File: config.mk
export PLATFORM = sky130hd
export DESIGN_NAME = triplet_seq
export DESIGN_NICKNAME = d
export VERILOG_FILES = /design/src/rtl/triplet_pkg.sv /design/src/rtl/triplet_decide.sv /design/src/rtl/slot_watchdog.sv /design/src/rtl/triplet_ctrl.sv /design/src/rtl/triplet_seq.sv
export SDC_FILE = /design/constraint.sdc
export NUM_CORES = 1
export LEC_CHECK = 0
export BUFFER_PORTS_ARGS = -buffer_cell sky130_fd_sc_hd__clkbuf_2
export CORE_ASPECT_RATIO = 1.5
export CORE_MARGIN = 2
export CORE_UTILIZATION = 35
export DETAILED_ROUTE_END_ITERATION = 7
export HOLD_SLACK_MARGIN = 0.05
export PLACE_DENSITY = 0.61
export SLEW_MARGIN = 20
export SYNTH_ARGS = -nofsm -noshare
export SYNTH_HDL_FRONTEND = slang
export SYNTH_SLANG_ARGS = --single-unit
File: constraint.sdc
create_clock -name clk -period 1.9 [get_ports clk]
set_clock_uncertainty 0.15 [all_clocks]
set_input_delay 0.095 -clock clk [delete_from_list [all_inputs] [get_ports clk]]
set_output_delay 0.095 -clock clk [all_outputs]
set_load 0.02 [all_outputs]
File: src/rtl/triplet_pkg.sv
package triplet_pkg;

  typedef enum logic [1:0] {
    ST_IDLE = 2'd0,
    ST_REQ  = 2'd1,
    ST_WAIT = 2'd2
  } seq_state_e;

  typedef enum logic [1:0] {
    SL_ADDR = 2'd0,
    SL_COMP = 2'd1,
    SL_DIR  = 2'd2
  } slot_kind_e;

  localparam int unsigned CODE_W = 3;
  localparam logic [CODE_W-1:0] CODE_ABSENT = 3'b011;

  function automatic logic [CODE_W-1:0] pack_code(input logic dir, input logic comp, input logic addr);
    return {dir, comp, addr};
  endfunction

endpackage

File: src/rtl/triplet_decide.sv
module triplet_decide
  import triplet_pkg::*;
(
  input  logic              addr_bit,
  input  logic              comp_bit,
  input  logic              pref,
  output logic              dir,
  output logic [CODE_W-1:0] code
);

  logic absent;
  logic split;

  always_comb begin
    absent = addr_bit & comp_bit;
    split  = ~(addr_bit | comp_bit);
    // one answering value decides; disagreement falls back to the host choice
    dir    = split ? pref : addr_bit;
    code   = absent ? CODE_ABSENT : pack_code(dir, comp_bit, addr_bit);
  end

endmodule

File: src/rtl/slot_watchdog.sv
module slot_watchdog #(
  parameter int unsigned LIMIT = 64
) (
  input  logic clk,
  input  logic rst_n,
  input  logic run,
  input  logic restart,
  output logic expired
);

  localparam int unsigned CNT_W = (LIMIT > 2) ? $clog2(LIMIT) : 1;
  localparam logic [CNT_W-1:0] LAST = CNT_W'(LIMIT - 1);

  logic [CNT_W-1:0] cnt;

  always_ff @(posedge clk) begin
    if (!rst_n) begin
      cnt <= '0;
    end else if (!run || restart) begin
      cnt <= '0;
    end else if (cnt != LAST) begin
      cnt <= cnt + 1'b1;
    end
  end

  assign expired = run && (cnt == LAST);

endmodule

File: src/rtl/triplet_ctrl.sv
module triplet_ctrl
  import triplet_pkg::*;
(
  input  logic              clk,
  input  logic              rst_n,
  input  logic              start,
  input  logic              pref_dir,
  input  logic              req_ready,
  input  logic              rsp_valid,
  input  logic              rsp_bit,
  input  logic              expired,
  input  logic              dec_dir,
  input  logic [CODE_W-1:0] dec_code,
  output logic              req_valid,
  output logic              req_write,
  output logic              req_bit,
  output logic              run,
  output logic              complete,
  output logic              addr_q,
  output logic              comp_q,
  output logic              pref_q,
  output logic              done,
  output logic [CODE_W-1:0] result,
  output logic              timeout_err
);

  seq_state_e state;
  slot_kind_e slot;

  logic absent_now;

  always_comb begin
    req_valid  = (state == ST_REQ);
    req_write  = (slot == SL_DIR);
    req_bit    = (slot == SL_DIR) && dec_dir;
    run        = (state != ST_IDLE);
    complete   = (state == ST_WAIT) && rsp_valid;
    absent_now = addr_q && rsp_bit;
  end

  always_ff @(posedge clk) begin
    if (!rst_n) begin
      state       <= ST_IDLE;
      slot        <= SL_ADDR;
      addr_q      <= 1'b0;
      comp_q      <= 1'b0;
      pref_q      <= 1'b0;
      done        <= 1'b0;
      result      <= '0;
      timeout_err <= 1'b0;
    end else begin
      done <= 1'b0;
      unique case (state)
        ST_IDLE: begin
          if (start) begin
            state  <= ST_REQ;
            slot   <= SL_ADDR;
            pref_q <= pref_dir;
          end
        end
        ST_REQ: begin
          if (expired) begin
            state       <= ST_IDLE;
            done        <= 1'b1;
            result      <= CODE_ABSENT;
            timeout_err <= 1'b1;
          end else if (req_ready) begin
            state <= ST_WAIT;
          end
        end
        ST_WAIT: begin
          if (rsp_valid) begin
            unique case (slot)
              SL_ADDR: begin
                addr_q <= rsp_bit;
                slot   <= SL_COMP;
                state  <= ST_REQ;
              end
              SL_COMP: begin
                comp_q <= rsp_bit;
                if (absent_now) begin
                  state       <= ST_IDLE;
                  done        <= 1'b1;
                  result      <= CODE_ABSENT;
                  timeout_err <= 1'b0;
                end else begin
                  slot  <= SL_DIR;
                  state <= ST_REQ;
                end
              end
              default: begin
                state       <= ST_IDLE;
                done        <= 1'b1;
                result      <= dec_code;
                timeout_err <= 1'b0;
              end
            endcase
          end else if (expired) begin
            state       <= ST_IDLE;
            done        <= 1'b1;
            result      <= CODE_ABSENT;
            timeout_err <= 1'b1;
          end
        end
        default: state <= ST_IDLE;
      endcase
    end
  end

endmodule

File: src/rtl/triplet_seq.sv
module triplet_seq
  import triplet_pkg::*;
#(
  parameter int unsigned TIMEOUT_CYCLES = 64
) (
  input  logic              clk,
  input  logic              rst_n,
  input  logic              start,
  input  logic              pref_dir,
  output logic              slot_req_valid,
  input  logic              slot_req_ready,
  output logic              slot_req_write,
  output logic              slot_req_bit,
  input  logic              slot_rsp_valid,
  input  logic              slot_rsp_bit,
  output logic              done,
  output logic [CODE_W-1:0] result,
  output logic              timeout_err
);

  logic              slot_run;
  logic              slot_complete;
  logic              slot_expired;
  logic              addr_q;
  logic              comp_q;
  logic              pref_q;
  logic              dec_dir;
  logic [CODE_W-1:0] dec_code;

  triplet_decide u_decide (
    .addr_bit (addr_q),
    .comp_bit (comp_q),
    .pref     (pref_q),
    .dir      (dec_dir),
    .code     (dec_code)
  );

  slot_watchdog #(.LIMIT(TIMEOUT_CYCLES)) u_watchdog (
    .clk     (clk),
    .rst_n   (rst_n),
    .run     (slot_run),
    .restart (slot_complete),
    .expired (slot_expired)
  );

  triplet_ctrl u_ctrl (
    .clk         (clk),
    .rst_n       (rst_n),
    .start       (start),
    .pref_dir    (pref_dir),
    .req_ready   (slot_req_ready),
    .rsp_valid   (slot_rsp_valid),
    .rsp_bit     (slot_rsp_bit),
    .expired     (slot_expired),
    .dec_dir     (dec_dir),
    .dec_code    (dec_code),
    .req_valid   (slot_req_valid),
    .req_write   (slot_req_write),
    .req_bit     (slot_req_bit),
    .run         (slot_run),
    .complete    (slot_complete),
    .addr_q      (addr_q),
    .comp_q      (comp_q),
    .pref_q      (pref_q),
    .done        (done),
    .result      (result),
    .timeout_err (timeout_err)
  );

endmodule

; ---- Word level (Yosys, flattened, before mapping)
; Cells that the tools add are included.
[totals]
register_bits = 18
word_cells = 75
out_inout_bits = 8
[classes]
add_sub_neg = 1
n_bitwise = 3
reduce_logical = 18
muxes = 30
n_eq_ne = 14
[ops]
columns = cell, n
row1 = $mux W2, 8
row2 = $mux W3, 4
row3 = $ne A3 B3 Y1 const B, 4
row4 = $pmux W2 S2, 3
row5 = $pmux W3 S2, 2
row6 = $reduce_and A3 Y1, 4
row7 = $mux W1, 8
row8 = $pmux W1 S2, 4
row9 = $add A6 B1 Y6 const B, 1
row10 = $eq A6 B6 Y1 const B, 1
row11 = $ne A6 B6 Y1 const B, 1
row12 = $pmux W2 S3, 1
row13 = $reduce_bool A2 Y1, 3
row14 = $reduce_and A5 Y1, 1
row15 = $eq A2 B1 Y1 const B, 2
row16 = $eq A2 B2 Y1 const B, 2
row17 = $logic_and A1 B1 Y1, 4
row18 = $logic_not A2 Y1, 2
row19 = $ne A2 B2 Y1 const B, 2
row20 = $ne A4 B3 Y1 const B, 1
row21 = $ne A3 B1 Y1 const B, 1
row22 = $reduce_and A2 Y1, 1
row23 = $reduce_or A2 Y1, 1
row24 = $and A1 B1 Y1, 1
row25 = other kinds (4), 4

; ---- Longest topological paths before layout
; Gate-level depths: netlist of the first run.
[depth]
ltp_word = 6
mapped_depth = 6

; ---- By module
; From an unflattened synthesis of the first run, not the netlist that was laid out.
[hier_totals]
hier_cells = 120
hier_area_um2 = 991.0
[modules_own_cells]
columns = mod, area_each_um2, cells_per_inst, n_inst
row1 = triplet_ctrl, 664.4, 81, 1
row2 = slot_watchdog, 300.3, 33, 1
row3 = triplet_decide, 26.3, 6, 1

; ---- Worst setup path before layout of the first run
; No wires, ideal clock.
[synth_path]
path_type = flip-flop to flip-flop
start = register u_ctrl.state[0]
end = register u_ctrl.state[1]
path_stages_with_launch = 7
synth_period_minus_slack_ps = 1639
setup_time_ps = 59
t_arrival_ps = 1429
path_buffers = 0
slack_ps = 261
path_cell_list = dfxtp_1 > inv_1 > ha_1 > nor2b_1 > a221oi_2 > mux2i_1 > and3_1
[synth_between]
elab_chain_cells = 4
elab_cells_between_ends = 11
[synth_lines]
columns = item, line
row1 = start: declaration, triplet_ctrl.sv:27  ; seq_state_e state;
row2 = start signal: assignment, triplet_ctrl.sv:43  ; state <= ST_IDLE;
row3 = start signal: assignment, triplet_ctrl.sv:56  ; state <= ST_REQ;
row4 = start signal: assignment, triplet_ctrl.sv:63  ; state <= ST_IDLE;
row5 = $reduce_bool A2 Y1, triplet_ctrl.sv:36  ; run = (state != ST_IDLE);
row6 = $logic_and A1 B1 Y1, slot_watchdog.sv:26  ; assign expired = run && (cnt == LAST);
row7 = "$ne A3 B3 Y1 (no source line), or another cell as far along", n/a
row8 = $reduce_and A3 Y1 (no source line) / $pmux W2 S3 (equally long branches), n/a
; Several ways; a longest one is shown, not always the timed one.
; A chain may end at the register's enable or synchronous reset.

; ---- Worst setup path after layout of the first run
[layout_path]
start = register u_ctrl.state[0]
end = register u_ctrl.result[0]
[layout_between]
elab_chain_cells = 5
elab_cells_between_ends = 11
[layout_lines]
columns = item, line
row1 = $reduce_bool A2 Y1, triplet_ctrl.sv:36
row2 = $logic_and A1 B1 Y1, slot_watchdog.sv:26
row3 = $mux W3 (2 in series), n/a
row4 = $pmux W3 S2, triplet_ctrl.sv:53  ; unique case (state)
row5 = end signal: assignment, triplet_ctrl.sv:94  ; result <= dec_code;
row6 = end: declaration, triplet_ctrl.sv:23  ; output logic [CODE_W-1:0] result,
; Several ways; a longest one is shown, not always the timed one.

==> results.toml, run 1 <==
[placement]
port_buffers = 14
gp_congestion = 0.742
place_hpwl_um = 1510
place_ws_ps = 141

[final_layout]
layout.nets = 141
sequential_cell_area_um2 = 360
layout_common_cells = "18 x sky130_fd_sc_hd__dfxtp_1, 14 x sky130_fd_sc_hd__clkbuf_2, 9 x sky130_fd_sc_hd__nor2_1"
post_route_cells_drive_above_1_share = 0.219
layout_commonest_cell = "sky130_fd_sc_hd__dfxtp_1"
fillers = 257
multi_input_gate_area_in_the_final_layout_um2 = 557
flow.area_growth_from_synthesis_pct = 22.6
antenna-diode-count = 0

[route]
drc_errors = 0
totalWireLength_um = 1960
route.detailed.wl_per_inst_um = 11.9
vias_per_cell = 5.19
number_of_drc_markers_in_iteration_0 = 19
ant_nets = 0
drt-pass1-iter-count = 4
routed-via-count = 856

[synth]
synth_largest_type_area_fraction = 0.381
sequential_share_of_the_synthesized_area = 0.381
synth.cell_area_um2 = 945
yosysUniqueCellTypes = 36
yosysWarningCount = 0
complex_gate_fraction_of_the_synthesized_area = 0.175
synth_adder_area_share = 0.0662
syn_inst = 106
syn-num-nets = 118
synth_mux_area_frac = 0.0530
synth_top_cell_by_area = "sky130_fd_sc_hd__dfxtp_1"
synth_flop_cell = "sky130_fd_sc_hd__dfxtp_1"
postSynthAreaPerCell_um2 = 8.91
synth_top_family_by_area = "simple AND/OR/NAND/NOR gates"
synth_simple_gate_area_frac = 0.274
synth_top_cells_by_area = "sky130_fd_sc_hd__dfxtp_1 38%, sky130_fd_sc_hd__ha_1 6.6%, sky130_fd_sc_hd__mux2i_1 5.3%, sky130_fd_sc_hd__nor2b_1 4.0%, sky130_fd_sc_hd__nand3_1 3.7%"
synth-async-reset-ratio = 0
yosys.area_share.xor_xnor = 0.0185
synth_enable_flop_cells = 0
ys_seq_elements = 18

[worst_setup_path]
timing.critical_path.cells = "inv_1 > ha_1 > nand2_2 > o21ai_0 > a21oi_2 > o221a_1"
startpoint_type = "register"
crit_arrival_ps = 1740
critical_path.reg2reg.startpoint = "u_ctrl.state[0]$_SDFFE_PN0P_"
worstSetupEndpointType = "register"
critical_path.max_stage_delay_ps = 340
worst-setup-path-type = "reg -> reg"
timing.reg2reg.setup_slack_ps = 170
cp-startpoint = "u_ctrl.state[0]$_SDFFE_PN0P_"
critical_path_peak_fanout = 8
data_required_time_at_the_worst_endpoint_ps = 1910
slowest_stage = "sky130_fd_sc_hd__dfxtp_1"

[die]
initial_core_util = 0.361
die_area_mm2 = 0.00314
die_boundary_width_um = 46.4
floorplan.core_area_mm2 = 0.00262
floorplan.die.height_um = 67.6
rows = 23
ioPinCount = 15

[global_route]
grt_pass1_wl_um = 3280
grt.total_usage = 0.143
grt-ovfl-total = 0
met2_usage = 0.267
grt_start_max_net_pins = 17
first_global_vias = 807
use_met3 = 0.0267
global_route.usage.met1 = 0.139
global_route.peak_usage_layer = "met2"
number_of_antenna_violations_at_the_first_check_in_global_routing = 0

[sta]
holdWs_ps = 95.7
max_freq_ghz = 0.578
finalSetupViolCount = 0
fin_ws_ps = 171
final.min_clock_period_ps = 1730
least_margin_pin_slew_ps = 334
maxSlewHeadroom = 0.776
final.period_utilization = 0.910
slew_viol_final = 0
grt_setup_unrepaired = "false"
setup-tns-final_ps = 0
report.final.hold_viol_count = 0

[power_and_ir_drop]
power_per_unit_of_standard_cell_area_mw_per_mm2 = 1010
share_comb_of_total_power = 0.338
clkPwrFrac = 0.280
pwr-share-seq = 0.382
p_sw_frac = 0.348
internal_power_mw = 0.761
vdd_drop_max_v = 0.000458
net-switching-power_mw = 0.406
power.leakage_nw = 0.465
totalPowerFinal_mw = 1.17

[outcome]
outcome = "finished, final reports clean"

[cts]
cts_buffers = 3
cts-root-to-sink-buffers = 2
worst_setup_hold_path_clk_slew_ps = 70
cts_sinks = 18
postCtsSetupBuffers = 0
clkLatencyLatePin_ps = 260
cts_tree = "done"
cts.root.buffer_cell = "sky130_fd_sc_hd__clkbuf_8"
h-tree-depth = 1

[hold_path]
min-delay-start = "slot_rsp_valid"
worst_hold_path_type = "in -> reg"

[flow_run]
timing.max_cap.violations = 0
==> stage by stage <==
stage | area (µm²) | instances | utilization
3_5_place_dp | 1060 | 157 | 0.405
5_1_grt | 1160 | 165 | 0.442
2_1_floorplan | 945 | 106 | -
4_1_cts | 1160 | 165 | 0.441
6_report | 1160 | 165 | 0.442
3_3_place_gp | 1060 | 157 | 0.405
==> final timing paths <==
kind,endpoint,cells after the start
hold reg to reg,u_ctrl.result[2]$_SDFFE_PN0P_,2
setup reg to reg,u_ctrl.result[0]$_SDFFE_PN0P_,6
hold / removal,u_ctrl.done$_SDFF_PN0_,3
setup / recovery,u_ctrl.result[0]$_SDFFE_PN0P_,6
==> power groups by stage <==
stage               Combinational [mW]  Clock [mW]  Sequential, mW
floorplan                        0.286           0           0.450
global placement                 0.368           0           0.453
detailed placement               0.373           0           0.456
CTS                              0.387       0.327           0.446
global route                     0.440       0.344           0.453
finish                           0.394       0.327           0.447
==> registers in the layout, indices dropped and copies added, names as in the netlist <==
signal and flops:
u_watchdog.cnt 6, u_ctrl.slot 2, u_ctrl.timeout_err 1, u_ctrl.comp_q 1, u_ctrl.pref_q 1, u_ctrl.addr_q 1, u_ctrl.state 2, u_ctrl.result 3
u_ctrl.done 1
==> critical path: cells and delay by family, from the launching register on <==
| kind | cells | cell delay [ps] |
|---|---|---|
| simple gates | 1 | 150 |
| fa+ha+maj | 1 | 340 |
| buf+inv | 1 | 90 |
| flops | 1 | 340 |
| compound gates | 3 | 560 |
==> synthesized netlist by cell type (3+ instances only) <==
| cell | instances |
|---|---|
| sky130_fd_sc_hd__nor3_1 | 3 |
| sky130_fd_sc_hd__a21oi_1 | 4 |
| sky130_fd_sc_hd__nand2_1 | 5 |
| sky130_fd_sc_hd__ha_1 | 5 |
| sky130_fd_sc_hd__nand2b_1 | 3 |
| sky130_fd_sc_hd__dfxtp_1 | 18 |
| sky130_fd_sc_hd__inv_1 | 6 |
| sky130_fd_sc_hd__o21ai_0 | 4 |
| sky130_fd_sc_hd__nor2b_1 | 6 |
| sky130_fd_sc_hd__nor2_1 | 9 |
| sky130_fd_sc_hd__nand3_1 | 7 |
| sky130_fd_sc_hd__nand4_1 | 3 |
| sky130_fd_sc_hd__mux2i_1 | 5 |
==> layer usage <==
layer  part of all wire  wire length, µm
met1               0.43              841
met4              0.018               36
met2               0.52             1010
met3              0.033               64
met5                  0                0
==> kinds of logic (layout without fill, tap and decap cells) <==
group,count (synthesis),in the layout
and+or+nand+nor,46,46
buffers and inverters,7,29
xor gates and xnor gates,2,2
muxes,5,5
DFF,18,18
adders and majority gates,5,5
AOI/OAI and AO/OA,23,23
==> cell type report <==
type                    instances  share of cell area
well taps                      37              0.0400
repair buffers                 19               0.102
clock buffers                   4              0.0475
flip-flops and latches         18               0.311
multi-input cells              81               0.481
inverters                       6              0.0194
==> repair_timing <==
item / in CTS / in global routing
endpoints found under the setup margin: 0 / 2
hold buffers: 4 / 0
resized for setup: 0 / 1
hold endpoints to repair: 3 / 0
No activity file was read; power rests on OpenSTA's default activity.
==> run 2: changes to the inputs <==
--- a/config.mk
+++ b/config.mk
@@ -7,7 +7,7 @@
 export LEC_CHECK = 0
 export BUFFER_PORTS_ARGS = -buffer_cell sky130_fd_sc_hd__clkbuf_2
 export CORE_ASPECT_RATIO = 1.5
-export CORE_MARGIN = 2
+export CORE_MARGIN = 4
 export CORE_UTILIZATION = 35
 export DETAILED_ROUTE_END_ITERATION = 7
 export HOLD_SLACK_MARGIN = 0.05
==> run 2 against run 1 <==
  * Critical path depth stayed put
  * Flip-flop and latch count stayed put
  * Critical endpoint is now u_ctrl.state[1]$_SDFFE_PN0P_
  * Via count is 1.6% lower
  * Highest routed layer unchanged
  * Design area is 1.7% lower
  * Die area is 15% higher
  * Count of clock-buffer cells in the layout stayed put
  * Setup slack worse by 10 ps
  * Total power is 6.6% lower
  * Wire length is 6.2% higher
  * Largest cell class unchanged
==> results.toml, run 2 (synthesized netlist as in run 1, its figures left out) <==
[hold_path]
worst_hold_path_type = "in -> reg"
min-delay-start = "rst_n"
min_to = "u_ctrl.result[2]$_SDFFE_PN0P_"
hold-path-cell-count = 3

[worst_setup_path]
worstRegToRegCells = 6
timing.reg2reg.setup_slack_ps = 160
worstSetupEndpointType = "register"
crit_arrival_ps = 1840
startpoint_type = "register"
capturing_point_of_the_worst_reg2reg_path = "u_ctrl.state[1]$_SDFFE_PN0P_"
critical_path_peak_fanout = 8
data_required_time_at_the_worst_endpoint_ps = 2000
critical_path.reg2reg.startpoint = "u_ctrl.state[0]$_SDFFE_PN0P_"
worst-setup-path-type = "reg -> reg"

[placement]
placement.cell_area_mm2 = 0.00106
place_hpwl_um = 1570
port_buffers = 14
gp_congestion = 0.822
place.detailed.instances = 156

[route]
route.detailed.wl_per_inst_um = 12.7
ant_nets = 0
drc_errors = 0
routed-via-count = 842
totalWireLength_um = 2080
number_of_drc_markers_in_iteration_0 = 19
drt-pass1-iter-count = 4
vias_per_cell = 5.13

[cts]
cts_tree = "done"
worst_setup_hold_path_clk_slew_ps = 110
cts.root.buffer_cell = "sky130_fd_sc_hd__clkbuf_4"
h-tree-depth = 1
clkLatencyLatePin_ps = 300
cts-root-to-sink-buffers = 2
cts_buffers = 3
cts_sinks = 18

[global_route]
first_global_vias = 832
grt_pass1_wl_um = 3490
grt_start_max_net_pins = 17
grt-ovfl-total = 0
number_of_antenna_violations_at_the_first_check_in_global_routing = 0
grt.total_usage = 0.124

[final_layout]
layout_commonest_cell = "sky130_fd_sc_hd__dfxtp_1"
layout_common_cells = "18 x sky130_fd_sc_hd__dfxtp_1, 14 x sky130_fd_sc_hd__clkbuf_2, 9 x sky130_fd_sc_hd__nor2_1"
flow.area_growth_from_synthesis_pct = 20.5
top_flop_regs = "u_watchdog.cnt x6, u_ctrl.result x3"
layout.nets = 141
post_route_cells_drive_above_1_share = 0.219
final-instance-count-excl-fill = 164
largest-register = "u_watchdog.cnt"
postLayoutCellArea_mm2 = 0.00114
fillers = 270
antenna-diode-count = 0
largest_register_ff_count = 6

[flow_run]
timing.max_cap.violations = 0

[die]
initial_core_util = 0.377
ioPinCount = 15
die_boundary_width_um = 50.4
die_area_mm2 = 0.00361
floorplan.die.height_um = 71.6
rows = 22
floorplan.core_area_mm2 = 0.00250

[power_and_ir_drop]
totalPowerFinal_mw = 1.09
power.leakage_nw = 0.459
vdd_drop_max_v = 0.000560
power_per_unit_of_standard_cell_area_mw_per_mm2 = 958

[sta]
maxSlewHeadroom = 0.787
grt_setup_unrepaired = "false"
setup-tns-final_ps = 0
slew_viol_final = 0
final.period_utilization = 0.915
least_margin_pin_slew_ps = 318
final.min_clock_period_ps = 1740
report.final.hold_viol_count = 0
max_freq_ghz = 0.575
finalSetupViolCount = 0

[outcome]
outcome = "finished, final reports clean"
-- run 2: cell counts in the layout (fill, tap and decap cells not counted) --
No cell type changed its count.
-- run 2: worst max path at each step --
stage,startpoint,to,depth (start not counted)
2_1_floorplan,u_ctrl.state[0]$_SDFFE_PN0P_,u_ctrl.state[1]$_SDFFE_PN0P_,6
3_3_place_gp,u_ctrl.state[0]$_SDFFE_PN0P_,u_ctrl.state[1]$_SDFFE_PN0P_,6
3_5_place_dp,u_ctrl.state[0]$_SDFFE_PN0P_,u_ctrl.state[1]$_SDFFE_PN0P_,6
4_1_cts,u_ctrl.state[0]$_SDFFE_PN0P_,u_ctrl.state[1]$_SDFFE_PN0P_,6
5_1_grt,u_ctrl.state[0]$_SDFFE_PN0P_,u_ctrl.state[1]$_SDFFE_PN0P_,6
6_report,u_ctrl.state[0]$_SDFFE_PN0P_,u_ctrl.state[1]$_SDFFE_PN0P_,6
-- run 2: area by class of cell --
cell class	instances	area, µm²	area share
clock buffers	4	36.3	0.0319
repair buffers	19	118	0.103
flip-flops and latches	18	360	0.316
inverters	6	22.5	0.0198
well taps	36	45.0	0.0396
multi-input cells	81	557	0.489
-- run 2: metal layers --
layer | vias up | share of wire | track usage | wire [µm]
met1 | 388 | 0.41 | 0.128 | 852
met5 | - | 0 | 0 | 0
met4 | 0 | 0.023 | 0.0629 | 48
met2 | 21 | 0.52 | 0.230 | 1070
li1 | 428 | - | - | -
met3 | 5 | 0.049 | 0.0270 | 101
-- run 2: per-stage QoR --
| stage | utilization | setup slack, ps | hold WS [ps] |
|---|---|---|---|
| floorplan | - | 261 | 83.3 |
| global placement | 0.423 | 187 | 208 |
| detailed placement | 0.423 | 118 | 220 |
| CTS | 0.454 | 46.3 | 57.3 |
| global route | 0.455 | 33.7 | 75.5 |
| finish | 0.455 | 161 | 68.1 |
-- run 2: timing repair --
item                                   4_1_cts  5_1_grt
hold buffers                                 4        0
gates resized for setup                      0        1
setup endpoints to repair                    0        2
buffers inserted                             0        0
endpoints found under the hold margin        4        0
-- run 2: power by group --
part / switching, mW / internal (mW) / total [mW] / leakage [nW]
logic: 0.235 / 0.166 / 0.400 / 0.292
clock network: 0.127 / 0.117 / 0.244 / 0.0210
registers: 0.0333 / 0.413 / 0.447 / 0.146
-- run 2: worst max-delay path: stages (launching register included) --
cell,delay (ps)
sky130_fd_sc_hd__dfxtp_1,390
sky130_fd_sc_hd__inv_1,80
sky130_fd_sc_hd__ha_2,240
sky130_fd_sc_hd__nor2b_1,170
sky130_fd_sc_hd__a221oi_2,250
sky130_fd_sc_hd__mux2i_1,230
sky130_fd_sc_hd__and3_1,180
==> run 3: changes to the inputs <==
--- a/config.mk
+++ b/config.mk
@@ -11,7 +11,7 @@
 export CORE_UTILIZATION = 35
 export DETAILED_ROUTE_END_ITERATION = 7
 export HOLD_SLACK_MARGIN = 0.05
-export PLACE_DENSITY = 0.61
+export PLACE_DENSITY = 0.62
 export SLEW_MARGIN = 20
 export SYNTH_ARGS = -nofsm -noshare
 export SYNTH_HDL_FRONTEND = slang
==> run 3 against run 2 <==
  * Sequential share of layout area unchanged
  * Setup slack worse by 8.0 ps
  * Count of clock-buffer cells in the layout did not move
  * First-iteration DRC count down 63%
  * Register-to-register slack hardly changed
  * Non-clock buffer count is the same
  * Fmax decreased by 0.46%
  * Design area unchanged
  * Largest power group unchanged
==> results.toml, run 3 (synthesized netlist as in run 1, its figures left out) <==
[global_route]
grt.total_usage = 0.112
grt_pass1_wl_um = 3160
grt-ovfl-total = 0
number_of_antenna_violations_at_the_first_check_in_global_routing = 0
grt_start_max_net_pins = 17
first_global_vias = 798

[route]
routed-via-count = 833
ant_nets = 0
drc_errors = 0
totalWireLength_um = 1940
number_of_drc_markers_in_iteration_0 = 7
drt-pass1-iter-count = 2
route.detailed.wl_per_inst_um = 11.9
vias_per_cell = 5.08

[sta]
final.min_clock_period_ps = 1750
slew_viol_final = 0
final.period_utilization = 0.920
setup-tns-final_ps = 0
report.final.hold_viol_count = 0
least_margin_pin_slew_ps = 328
maxSlewHeadroom = 0.782
finalSetupViolCount = 0
max_freq_ghz = 0.572
grt_setup_unrepaired = "false"

[cts]
cts-root-to-sink-buffers = 2
cts_buffers = 3
cts.root.buffer_cell = "sky130_fd_sc_hd__clkbuf_4"
cts_sinks = 18
cts_tree = "done"
worst_setup_hold_path_clk_slew_ps = 110
clkLatencyLatePin_ps = 290
h-tree-depth = 1

[final_layout]
layout_commonest_cell = "sky130_fd_sc_hd__dfxtp_1"
largest_register_ff_count = 6
antenna-diode-count = 0
top_flop_regs = "u_watchdog.cnt x6, u_ctrl.result x3"
largest-register = "u_watchdog.cnt"
layout_common_cells = "18 x sky130_fd_sc_hd__dfxtp_1, 14 x sky130_fd_sc_hd__clkbuf_2, 9 x sky130_fd_sc_hd__nor2_1"
layout.nets = 141
fin_util = 0.455
flow.area_growth_from_synthesis_pct = 20.5
post_route_cells_drive_above_1_share = 0.219

[hold_path]
worst_hold_path_type = "in -> reg"

[die]
die_boundary_width_um = 50.4
die_area_mm2 = 0.00361
floorplan.die.height_um = 71.6
ioPinCount = 15
initial_core_util = 0.377
floorplan.core_area_mm2 = 0.00250
rows = 22

[power_and_ir_drop]
power.leakage_nw = 0.458
power_per_unit_of_standard_cell_area_mw_per_mm2 = 953
vdd_drop_max_v = 0.000569

[worst_setup_path]
critical_path_peak_fanout = 8
worstSetupEndpointType = "register"
worst-setup-path-type = "reg -> reg"
startpoint_type = "register"
data_required_time_at_the_worst_endpoint_ps = 2000
crit_arrival_ps = 1840

[placement]
gp_congestion = 0.802
port_buffers = 14
place_hpwl_um = 1510

[flow_run]
timing.max_cap.violations = 0

[outcome]
outcome = "finished, final reports clean"
## run 3: worst paths after layout
| path | from | endpoint | slack [ps] | depth (start not counted) |
|---|---|---|---|---|
| hold / removal | rst_n | u_ctrl.result[0]$_SDFFE_PN0P_ | 50 | 2 |
| hold reg to reg | u_ctrl.result[2]$_SDFFE_PN0P_ | u_ctrl.result[2]$_SDFFE_PN0P_ | 320 | 2 |
| setup / recovery | u_ctrl.state[0]$_SDFFE_PN0P_ | u_ctrl.state[1]$_SDFFE_PN0P_ | 150 | 6 |
| setup reg to reg | u_ctrl.state[0]$_SDFFE_PN0P_ | u_ctrl.state[1]$_SDFFE_PN0P_ | 150 | 6 |
## run 3: layout make-up
cell class                      count  area, µm²
Clock buffer                        4       36.3
Fill cell                         255       1370
Inverter                            6       22.5
Multi-Input combinational cell     81        557
Sequential cell                    18        360
Tap cell                           36       45.0
Timing Repair Buffer               19        118
## run 3: worst max-delay path: stages (launching register included)
cell and delay (ps):
sky130_fd_sc_hd__dfxtp_1 390, sky130_fd_sc_hd__inv_1 80, sky130_fd_sc_hd__ha_2 240, sky130_fd_sc_hd__nor2b_1 180
sky130_fd_sc_hd__a221oi_2 290, sky130_fd_sc_hd__mux2i_1 210, sky130_fd_sc_hd__and3_1 160
## run 3: through the flow
step / hold WS, ps / total power [mW] / setup slack [ps] / cell area, µm² / std cells
finish: 51.1 / 1.09 / 153 / 1140 / 164
global route: 76.6 / 1.15 / 63.7 / 1140 / 164
CTS: 52.8 / 1.07 / 66.3 / 1130 / 163
detailed placement: 199 / 0.820 / 91.7 / 1050 / 155
global placement: 193 / 0.819 / 120 / 1050 / 155
floorplan: 83.3 / 0.737 / 261 / 945 / 106
## run 3: what timing repair did
item | in CTS | in global routing
endpoints found under the hold margin | 4 | 0
setup buffers | 0 | 1
hold buffers | 4 | 0
gates resized for setup | 0 | 1
endpoints found under the setup margin | 0 | 2
## run 3: power breakdown
| group | internal [mW] | switching (mW) |
|---|---|---|
| registers | 0.413 | 0.0316 |
| clock network | 0.117 | 0.122 |
| logic | 0.172 | 0.230 |
| total | 0.702 | 0.383 |
## run 3: per-layer routing
metal	track usage	vias to the layer above	share of wire
met5	0	-	0
met2	0.230	12	0.56
met3	0.0249	4	0.025
met4	0.0539	0	0.014
met1	0.0972	387	0.40
li1	-	430	-
